File: src/rtl/dwin_pkg.sv
package dwin_pkg;
  localparam int FLD_W  = 10;
  localparam int SIZE_W = 3 * FLD_W;

  typedef struct packed {
    logic [FLD_W-1:0] modv;
    logic [FLD_W-1:0] hgt_m1;
    logic [FLD_W-1:0] wid_m1;
  } geom_t;
endpackage

File: src/rtl/dwin_shadow.sv
module dwin_shadow
  import dwin_pkg::*;
#(
  parameter int ADDR_W = 24
) (
  input  logic              clk,
  input  logic              rst_n,
  input  logic              field_start,
  input  logic              field_sel,
  input  logic [ADDR_W-1:0] base_long,
  input  logic [ADDR_W-1:0] base_short,
  input  logic [SIZE_W-1:0] size_raw,
  output logic [ADDR_W-1:0] base_q,
  output geom_t             geom_q
);
  logic [ADDR_W-1:0] base_d;
  geom_t             geom_d;

  always_comb begin
    base_d = base_q;
    geom_d = geom_q;
    if (field_start) begin
      base_d = field_sel ? base_short : base_long;
      geom_d = geom_t'(size_raw);
    end
  end

  always_ff @(posedge clk or negedge rst_n) begin
    if (!rst_n) begin
      base_q <= '0;
      geom_q <= '0;
    end else begin
      base_q <= base_d;
      geom_q <= geom_d;
    end
  end
endmodule

File: src/rtl/dwin_line_seq.sv
module dwin_line_seq
  import dwin_pkg::*;
(
  input  logic             clk,
  input  logic             rst_n,
  input  logic             field_start,
  input  logic             line_start,
  input  logic             win_active,
  input  logic [FLD_W-1:0] wid_m1,
  input  logic [FLD_W-1:0] hgt_m1,
  output logic             in_field,
  output logic             line_go,
  output logic             fetch_en,
  output logic [FLD_W:0]   lines_done
);
  logic             busy_q, busy_d;
  logic             infld_q, infld_d;
  logic [FLD_W-1:0] wcnt_q, wcnt_d;
  logic [FLD_W:0]   lcnt_q, lcnt_d;
  logic             last_word;

  assign in_field   = infld_q;
  assign lines_done = lcnt_q;
  assign line_go    = infld_q & ~busy_q & line_start & ~field_start;
  assign fetch_en   = busy_q & win_active & ~field_start;
  assign last_word  = fetch_en & (wcnt_q == wid_m1);

  always_comb begin
    busy_d  = busy_q;
    infld_d = infld_q;
    wcnt_d  = wcnt_q;
    lcnt_d  = lcnt_q;
    if (field_start) begin
      busy_d  = 1'b0;
      infld_d = 1'b1;
      wcnt_d  = '0;
      lcnt_d  = '0;
    end else begin
      if (line_go) begin
        busy_d = 1'b1;
        wcnt_d = '0;
      end
      if (fetch_en) begin
        wcnt_d = wcnt_q + 1'b1;
        if (last_word) begin
          busy_d = 1'b0;
          lcnt_d = lcnt_q + 1'b1;
          if (lcnt_q == {1'b0, hgt_m1}) infld_d = 1'b0;
        end
      end
    end
  end

  always_ff @(posedge clk or negedge rst_n) begin
    if (!rst_n) begin
      busy_q  <= 1'b0;
      infld_q <= 1'b0;
      wcnt_q  <= '0;
      lcnt_q  <= '0;
    end else begin
      busy_q  <= busy_d;
      infld_q <= infld_d;
      wcnt_q  <= wcnt_d;
      lcnt_q  <= lcnt_d;
    end
  end
endmodule

File: src/rtl/dwin_addr_gen.sv
module dwin_addr_gen
  import dwin_pkg::*;
#(
  parameter int ADDR_W = 24
) (
  input  logic              clk,
  input  logic              rst_n,
  input  logic              field_start,
  input  logic              line_go,
  input  logic              fetch_en,
  input  logic [ADDR_W-1:0] base,
  input  logic [FLD_W-1:0]  wid_m1,
  input  logic [FLD_W-1:0]  modv,
  output logic              rd_req,
  output logic [ADDR_W-1:0] rd_addr
);
  localparam int PAD_W = ADDR_W - FLD_W;

  logic              first_q, first_d;
  logic [ADDR_W-1:0] lbase_q, lbase_d;
  logic [ADDR_W-1:0] cur_q, cur_d;
  logic              req_d;
  logic [ADDR_W-1:0] addr_d;
  logic [ADDR_W-1:0] step;

  assign step = {{PAD_W{1'b0}}, wid_m1} + {{PAD_W{1'b0}}, modv};

  always_comb begin
    first_d = first_q;
    lbase_d = lbase_q;
    cur_d   = cur_q;
    req_d   = 1'b0;
    addr_d  = rd_addr;
    if (field_start) begin
      first_d = 1'b1;
    end else if (line_go) begin
      first_d = 1'b0;
      lbase_d = first_q ? base : lbase_q + step;
      cur_d   = lbase_d;
    end else if (fetch_en) begin
      req_d  = 1'b1;
      addr_d = cur_q;
      cur_d  = cur_q + 1'b1;
    end
  end

  always_ff @(posedge clk or negedge rst_n) begin
    if (!rst_n) begin
      first_q <= 1'b1;
      lbase_q <= '0;
      cur_q   <= '0;
      rd_req  <= 1'b0;
      rd_addr <= '0;
    end else begin
      first_q <= first_d;
      lbase_q <= lbase_d;
      cur_q   <= cur_d;
      rd_req  <= req_d;
      rd_addr <= addr_d;
    end
  end
endmodule

File: src/rtl/dwin_fetch_addr.sv
module dwin_fetch_addr
  import dwin_pkg::*;
#(
  parameter int ADDR_W = 24
) (
  input  logic              clk,
  input  logic              rst_n,
  input  logic              field_start_i,
  input  logic              field_sel_i,
  input  logic              line_start_i,
  input  logic              win_active_i,
  input  logic [ADDR_W-1:0] base_long_i,
  input  logic [ADDR_W-1:0] base_short_i,
  input  logic [SIZE_W-1:0] size_i,
  output logic              rd_req_o,
  output logic [ADDR_W-1:0] rd_addr_o
);
  logic [1:0]        rst_pipe;
  logic              rst_ns;
  logic [ADDR_W-1:0] shd_base;
  geom_t             shd_geom;
  logic              in_field;
  logic              line_go;
  logic              fetch_en;
  logic [FLD_W:0]    lines_done;

  always_ff @(posedge clk or negedge rst_n) begin
    if (!rst_n) rst_pipe <= 2'b00;
    else        rst_pipe <= {rst_pipe[0], 1'b1};
  end
  assign rst_ns = rst_pipe[1];

  dwin_shadow #(.ADDR_W(ADDR_W)) u_shadow (
    .clk(clk), .rst_n(rst_ns),
    .field_start(field_start_i), .field_sel(field_sel_i),
    .base_long(base_long_i), .base_short(base_short_i),
    .size_raw(size_i), .base_q(shd_base), .geom_q(shd_geom)
  );

  dwin_line_seq u_seq (
    .clk(clk), .rst_n(rst_ns),
    .field_start(field_start_i), .line_start(line_start_i),
    .win_active(win_active_i),
    .wid_m1(shd_geom.wid_m1), .hgt_m1(shd_geom.hgt_m1),
    .in_field(in_field), .line_go(line_go), .fetch_en(fetch_en),
    .lines_done(lines_done)
  );

  dwin_addr_gen #(.ADDR_W(ADDR_W)) u_addr (
    .clk(clk), .rst_n(rst_ns),
    .field_start(field_start_i), .line_go(line_go), .fetch_en(fetch_en),
    .base(shd_base), .wid_m1(shd_geom.wid_m1), .modv(shd_geom.modv),
    .rd_req(rd_req_o), .rd_addr(rd_addr_o)
  );
endmodule

File: config.mk
export PLATFORM = sky130hd
export DESIGN_NAME = dwin_fetch_addr
export DESIGN_NICKNAME = d
export VERILOG_FILES = /design/src/rtl/dwin_pkg.sv /design/src/rtl/dwin_shadow.sv /design/src/rtl/dwin_line_seq.sv /design/src/rtl/dwin_addr_gen.sv /design/src/rtl/dwin_fetch_addr.sv
export SDC_FILE = /design/constraint.sdc
export NUM_CORES = 1
export LEC_CHECK = 0
export BUFFER_PORTS_ARGS = -buffer_cell sky130_fd_sc_hd__buf_2
export CAP_MARGIN = 5
export CORE_UTILIZATION = 50
export CTS_CLUSTER_SIZE = 28
export DETAILED_ROUTE_END_ITERATION = 7
export GPL_TIMING_DRIVEN = 0
export PLACE_DENSITY_LB_ADDON = 0.05
export REMOVE_ABC_BUFFERS = 1
export SYNTH_ARGS = -nofsm -noshare
export SYNTH_HDL_FRONTEND = slang
export SYNTH_HIERARCHICAL = 1
export SYNTH_SLANG_ARGS = --single-unit
File: constraint.sdc
create_clock -name clk -period 7.71 [get_ports clk]
set_input_delay 0.3855 -clock clk [delete_from_list [all_inputs] [get_ports clk]]
set_output_delay 0.3855 -clock clk [all_outputs]
set_load 0.01 [all_outputs]
==> results of run 1 <==
where the power goes:
group | internal, uW | switching, uW | total [uW] | leakage (uW)
Combinational | 364 | 472 | 837 | 0.00236
Sequential | 955 | 172 | 1130 | 0.00185
Clock | 469 | 322 | 791 | 0.000267
state kept, by name, summed over array words and instances, names as in the netlist:
name,count
u_addr/rd_req,1
u_addr/lbase_q,24
u_seq/busy_q,1
u_seq/wcnt_q,10
u_addr/first_q,1
u_shadow/base_q,24
u_addr/cur_q,24
u_seq/lines_done,11
u_seq/in_field,1
rst_pipe,2
u_shadow/geom_q,30
u_addr/rd_addr,24
worst min-delay path by stage:
stage	endpoint	cells after the start
floorplan	rst_pipe[0]	0
global placement	rst_pipe[0]	1
detailed placement	rst_pipe[0]	1
CTS	u_shadow/geom_q[10]	2
global route	u_shadow/geom_q[4]	2
finish	u_shadow/base_q[9]	0
metrics by stage:
step	total power, uW	utilization (%)	hold WS, ns	setup slack [ns]	cell area (um^2)
2_1_floorplan	1680	-	0.0899	3.13	8640
3_3_place_gp	1930	54.5	0.170	0.994	9460
3_5_place_dp	1960	55.3	0.173	3.65	9600
4_1_cts	2770	58.6	0.184	3.59	10200
5_1_grt	2920	58.6	0.184	3.28	10200
6_report	2750	58.6	0.190	3.56	10200
layout by cell type, fill, tap and decap left out, types with 10 or more instances in the layout:
master,netlist,layout
a21oi_1,62,62
and3_1,11,11
buf_2,12,107
clkbuf_16,0,17
dfrtp_1,152,151
fa_1,11,11
ha_1,13,13
inv_1,22,22
mux2_2,32,32
mux2_4,30,30
mux2i_1,37,37
nand2_1,62,62
nand3_1,29,29
nand4_1,15,15
nor2_1,76,75
nor2b_1,13,11
nor3_1,19,19
nor4_1,12,12
o21a_1,10,10
o21ai_0,48,48
o22ai_1,11,11
xnor2_1,29,29
critical path, delay by kind of cell (launching register included):
kind	cells	cell delay, ns
AOI/OAI and AO/OA	2	0.43
buffers and inverters	1	0.25
DFF	1	0.44
and+or+nand+nor	4	2.91
cell type report:
| class | count | area (um^2) | area share (%) |
|---|---|---|---|
| multi-input combinational | 645 | 4730 | 46.5 |
| sequential | 153 | 3830 | 37.7 |
| timing repair buffer | 115 | 681 | 6.69 |
| clock buffer | 25 | 485 | 4.77 |
| tap | 225 | 282 | 2.77 |
| inverter | 23 | 86.3 | 0.849 |
| clock inverter | 7 | 68.8 | 0.677 |
logic make-up after synthesis:
family	count (synthesis)	synth area share, %
xor+xnor	33	3.24
simple gates	280	17.0
buf+inv	71	4.21
compound gates	207	14.9
fa+ha+maj	24	4.29
mux	100	13.4
other cells	1	0.0420
flops	153	42.9
routing by layer:
layer	global-route usage [%]	wire length [um]
met1	37.5	10900
met2	38.1	10000
met3	3.22	1100
met4	8.49	350
met5	0	0
timing repair:
item	in CTS	in global routing
gates resized for setup	0	0
hold buffers	1	0
endpoints found under the hold margin	2	0
==> metrics.yaml, run 1 <==
drt_wl_total_um: 22400
worstPathMaxFanout: 32
synth_cell_types: 85
gr-total-overflow: 0
cts.sinks: 153
critPathArrivalTime_ns: 4.48
ys_seq_area_share_pct: 42.9
clock.fmax_mhz: 241
finalWeightedCongestion: 0.875
grt_usage_pct: 25.3
timing.critical_path.from: "u_seq/busy_q"
critPathLaunchType: "flop"
synth-edff-count: 0
fp.dieW_um: 136
vias_per_cell: 5.90
cts_tree: "done"
setup_violations: 0
slowest_delay_ns: 1.19
wl_per_cell_um: 18.8
slowest_stage: "nor2_1"
antenna_found_initial: 0
r2r_start: "u_seq/busy_q"
hold_viol: 0
synth_area_leaders: "dfrtp_1, mux2_4, mux2i_1"
ys_top_cells_by_count: "dfrtp_1, nor2_1, a21oi_1, nand2_1, o21ai_0"
initialDrtViolationCount: 507
drive_gt1_share_pct: 24.9
nFillCells: 1533
grt_pass1_vias: 6819
netlist_instances: 869
core_um2: 17400
fin_crit_sh_pct: 53.8
chipHeight_um: 136
fin_nets: 1063
rsz0062_at_grt: "false"
yosysMostFrequentCell: "dfrtp_1"
drtPass1Iterations: 5
port_buffers: 108
synth_top_area_cell: "dfrtp_1"
dp_hpwl_um: 15800
crit_type: "reg2reg"
worstMarginPinSlew_ns: 1.25
grt_pass1_wl_um: 36000
yosys_warnings: 6
maxSlewViolCount: 0
synthArstFlopShare_pct: 100
dr_total_vias: 7040
insertion_delay_ns: 0.42
status: "finished, final reports clean"
leakage_uw: 0.00448
clockRootBuffer: "clkbuf_16"
h-tree-depth: 4
antennaDiodeCount: 0
netlist.area_leader.share_pct: 42.6
tns_ns: 0
hold_class: "reg2async"
antenna_left: 0
ir_drop_v: 0.000170
power_density_nw_per_um2: 271
stdcell_count: 1193
post_cts_buffers: 0
clk_path_buf_depth: 2
ios: 109
cp.required_ns: 8.04
slew_headroom_pct: 16.5
syn2layout_area_growth_pct: 13.9
die_area_um2: 18400
start_util_pct: 51.4
numCtsBuffers: 17
place_inst: 1160
final.min_clock_period_ns: 4.15
grt_max_degree: 76
yosys_register_bits: 153
regToRegSetupSlack_ns: 3.56
skew_ns: 0.00955
ys.flop_type: "dfrtp_1"
crit_path_end: "u_addr/cur_q[17]"
core.rowCount: 48
synthesis.area_um2: 8920
ff2ff_path_depth: 7
synth_area_per_cell_um2: 10.3
drcViolationCount: 0
max_cap_viol_count: 0
path_cells: "and3b_1, nor2b_2, buf_8, nand2_1, nor2_1, o21ai_0, o211ai_1"
clk_pin_slew_ns: 0.06
worstSetupEndpointType: "flop"
rr_endpoint: "u_addr/cur_q[17]"
No activity file was read; power rests on OpenSTA's default activity.
==> inputs of run 2 (changes only) <==
- clock period: 7.71 -> 3.9 ns (I/O delays scaled with it)
==> run 2 against run 1 <==
Effect of this change: maximum frequency up 20%; sequential cell count unchanged; count of clock-buffer cells in the layout unchanged; critical endpoint is now u_addr/cur_q[22]; highest routed layer unchanged.
==> metrics.yaml, run 2 (same netlist as run 1, synthesis figures left out) <==
finalWeightedCongestion: 0.875  # unchanged
clkPwrFrac_pct: 28.6  # about the same
hold_class: "in2reg"
place_inst: 1160  # unchanged
cts_tree: "done"
numCtsBuffers: 17  # unchanged
top_register: "u_shadow/geom_q"
drt_wl_total_um: 22500  # +0.48%
max_cap_viol_count: 0  # unchanged
hold_viol: 0  # unchanged
leakage_uw: 0.00454  # +1.4%
insertion_delay_ns: 0.42  # about the same
crit_path_end: "u_addr/cur_q[22]"
syn2layout_area_growth_pct: 15.6
status: "finished, final reports clean"
grt_max_degree: 76  # unchanged
worstSetupEndpointType: "flop"
ir_drop_v: 0.000338  # +98%
initialDrtViolationCount: 491  # -3.2%
clk_pin_slew_ns: 0.06  # about the same
combPwrFrac_pct: 30.6  # +0.2 points
antenna_found_initial: 0  # unchanged
grt_usage_pct: 25.5  # +0.11 points
gr-total-overflow: 0  # unchanged
clockRootBuffer: "clkbuf_16"
dp_slack_ns: -0.163  # -3.81 ns
fin_crit_sh_pct: 88.9  # +35 points
grt_pass1_wl_um: 36200  # +0.36%
drcViolationCount: 0  # unchanged
skew_ns: 0.00900  # -0.000550 ns
antenna_left: 0  # unchanged
timing.critical_path.from: "u_seq/busy_q"
crit_type: "reg2reg"
vias_per_cell: 5.86  # -0.63%
port_buffers: 108  # unchanged
h-tree-depth: 4  # unchanged
dp_hpwl_um: 15800  # unchanged
slew_headroom_pct: 26.5  # +10 points
wl_per_cell_um: 18.7  # -0.61%
fin_nets: 1076  # +1.2%
p_int_uw: 3550  # +98%
core_um2: 17400  # unchanged
setup_violations: 0  # unchanged
nFillCells: 1520  # -0.85%
cts.sinks: 153  # unchanged
fin_ws_ns: 0.434  # -3.13 ns
drtPass1Iterations: 5  # unchanged
worstPathMaxFanout: 20  # -38%
ios: 109  # unchanged
clock.fmax_mhz: 289  # +20%
regToRegSetupSlack_ns: 0.43  # -3.13 ns
postLayoutCoreUtil_pct: 59.5  # +0.87 points
final.min_clock_period_ns: 3.47  # -0.683 ns
netSwitchingFraction_pct: 35.1  # about the same
timing.hold.ws_ns: 0.0139  # -0.176 ns
power_density_nw_per_um2: 529  # +95%
critPathArrivalTime_ns: 3.78  # -0.70 ns
final_common_cell: "dfrtp_1"
clk_path_buf_depth: 2  # unchanged
dr_total_vias: 7072  # +0.45%
grt_pass1_vias: 6856  # +0.54%
r2r_start: "u_seq/busy_q"
critPathLaunchType: "flop"
p_switching_uw: 1920  # +98%
ff2ff_path_depth: 9  # +2
die_area_um2: 18400  # unchanged
drive_gt1_share_pct: 24.8  # -0.13 points
start_util_pct: 51.4  # unchanged
stdcell_count: 1206  # +1.1%
maxSlewViolCount: 0  # unchanged
chipHeight_um: 136  # unchanged
cp.required_ns: 4.21  # -3.83 ns
mostFrequentLayoutCells: "dfrtp_1, buf_2, nor2_1, nand2_1, a21oi_1"
largest_reg_flops: 30  # unchanged
antennaDiodeCount: 0  # unchanged
fp.dieW_um: 136  # unchanged
rsz0062_at_grt: "false"
core.rowCount: 48  # unchanged
p_seq_share_pct: 40.8  # about the same
rr_endpoint: "u_addr/cur_q[22]"
worstMarginPinSlew_ns: 1.10  # -0.148 ns
[run 2: metrics by stage]
step	TNS (ns)	instance area, um^2	power, uW
4_1_cts	0	10300	5480
6_report	0	10300	5460
3_5_place_dp	-0.432	9600	3880
5_1_grt	0	10300	5780
3_3_place_gp	-503.91	9460	3820
2_1_floorplan	-101.54	8640	3320
[run 2: repair_timing]
item | 4_1_cts | 5_1_grt
hold endpoints to repair | 14 | 0
hold buffers | 13 | 0
setup endpoints to repair | 11 | 0
buffers inserted | 0 | 0
gates resized for setup | 1 | 0
[run 2: final cells by class]
| class | instances | area (um^2) | share of cell area, % |
|---|---|---|---|
| clock inverters | 7 | 68.8 | 0.667 |
| clock buffers | 25 | 485 | 4.70 |
| multi-input cells | 645 | 4730 | 45.9 |
| well taps | 225 | 282 | 2.73 |
| repair buffers | 128 | 828 | 8.03 |
| inverters | 23 | 86.3 | 0.837 |
| flip-flops and latches | 153 | 3830 | 37.2 |
[run 2: power by group through the flow]
stage,clock (uW),combinational [uW],sequential (uW)
2_1_floorplan,0,1110,2210
3_3_place_gp,0,1560,2260
3_5_place_dp,0,1630,2250
4_1_cts,1600,1660,2220
5_1_grt,1660,1860,2270
6_report,1560,1670,2230
[run 2: worst min path at each step]
stage,cells after the start,to,startpoint
after floorplan,0,rst_pipe[0],rst_n
after global placement,1,rst_pipe[0],rst_n
after detailed placement,1,rst_pipe[0],rst_n
after CTS,2,u_shadow/geom_q[24],size_i[24]
after global routing,2,u_shadow/geom_q[17],size_i[17]
final,2,u_shadow/geom_q[16],size_i[16]
[run 2: critical path: stages, from the launching register on]
cell and delay (ns):
dfrtp_1 0.44, and3b_1 0.34, nor2b_2 0.67, buf_8 0.25, nor2_1 0.06, nor2_1 0.78
a311oi_1 0.19, a31oi_1 0.28, nand2_1 0.08, a311oi_1 0.27
[run 2: per-layer routing]
layer  up-vias  track usage [%]  share of wire (%)
li1       3359                -                  -
met1      3445             37.6                 49
met2       241             38.4                 45
met3        27             3.22                4.6
met4         0             8.49                1.5
met5         -                0                  0
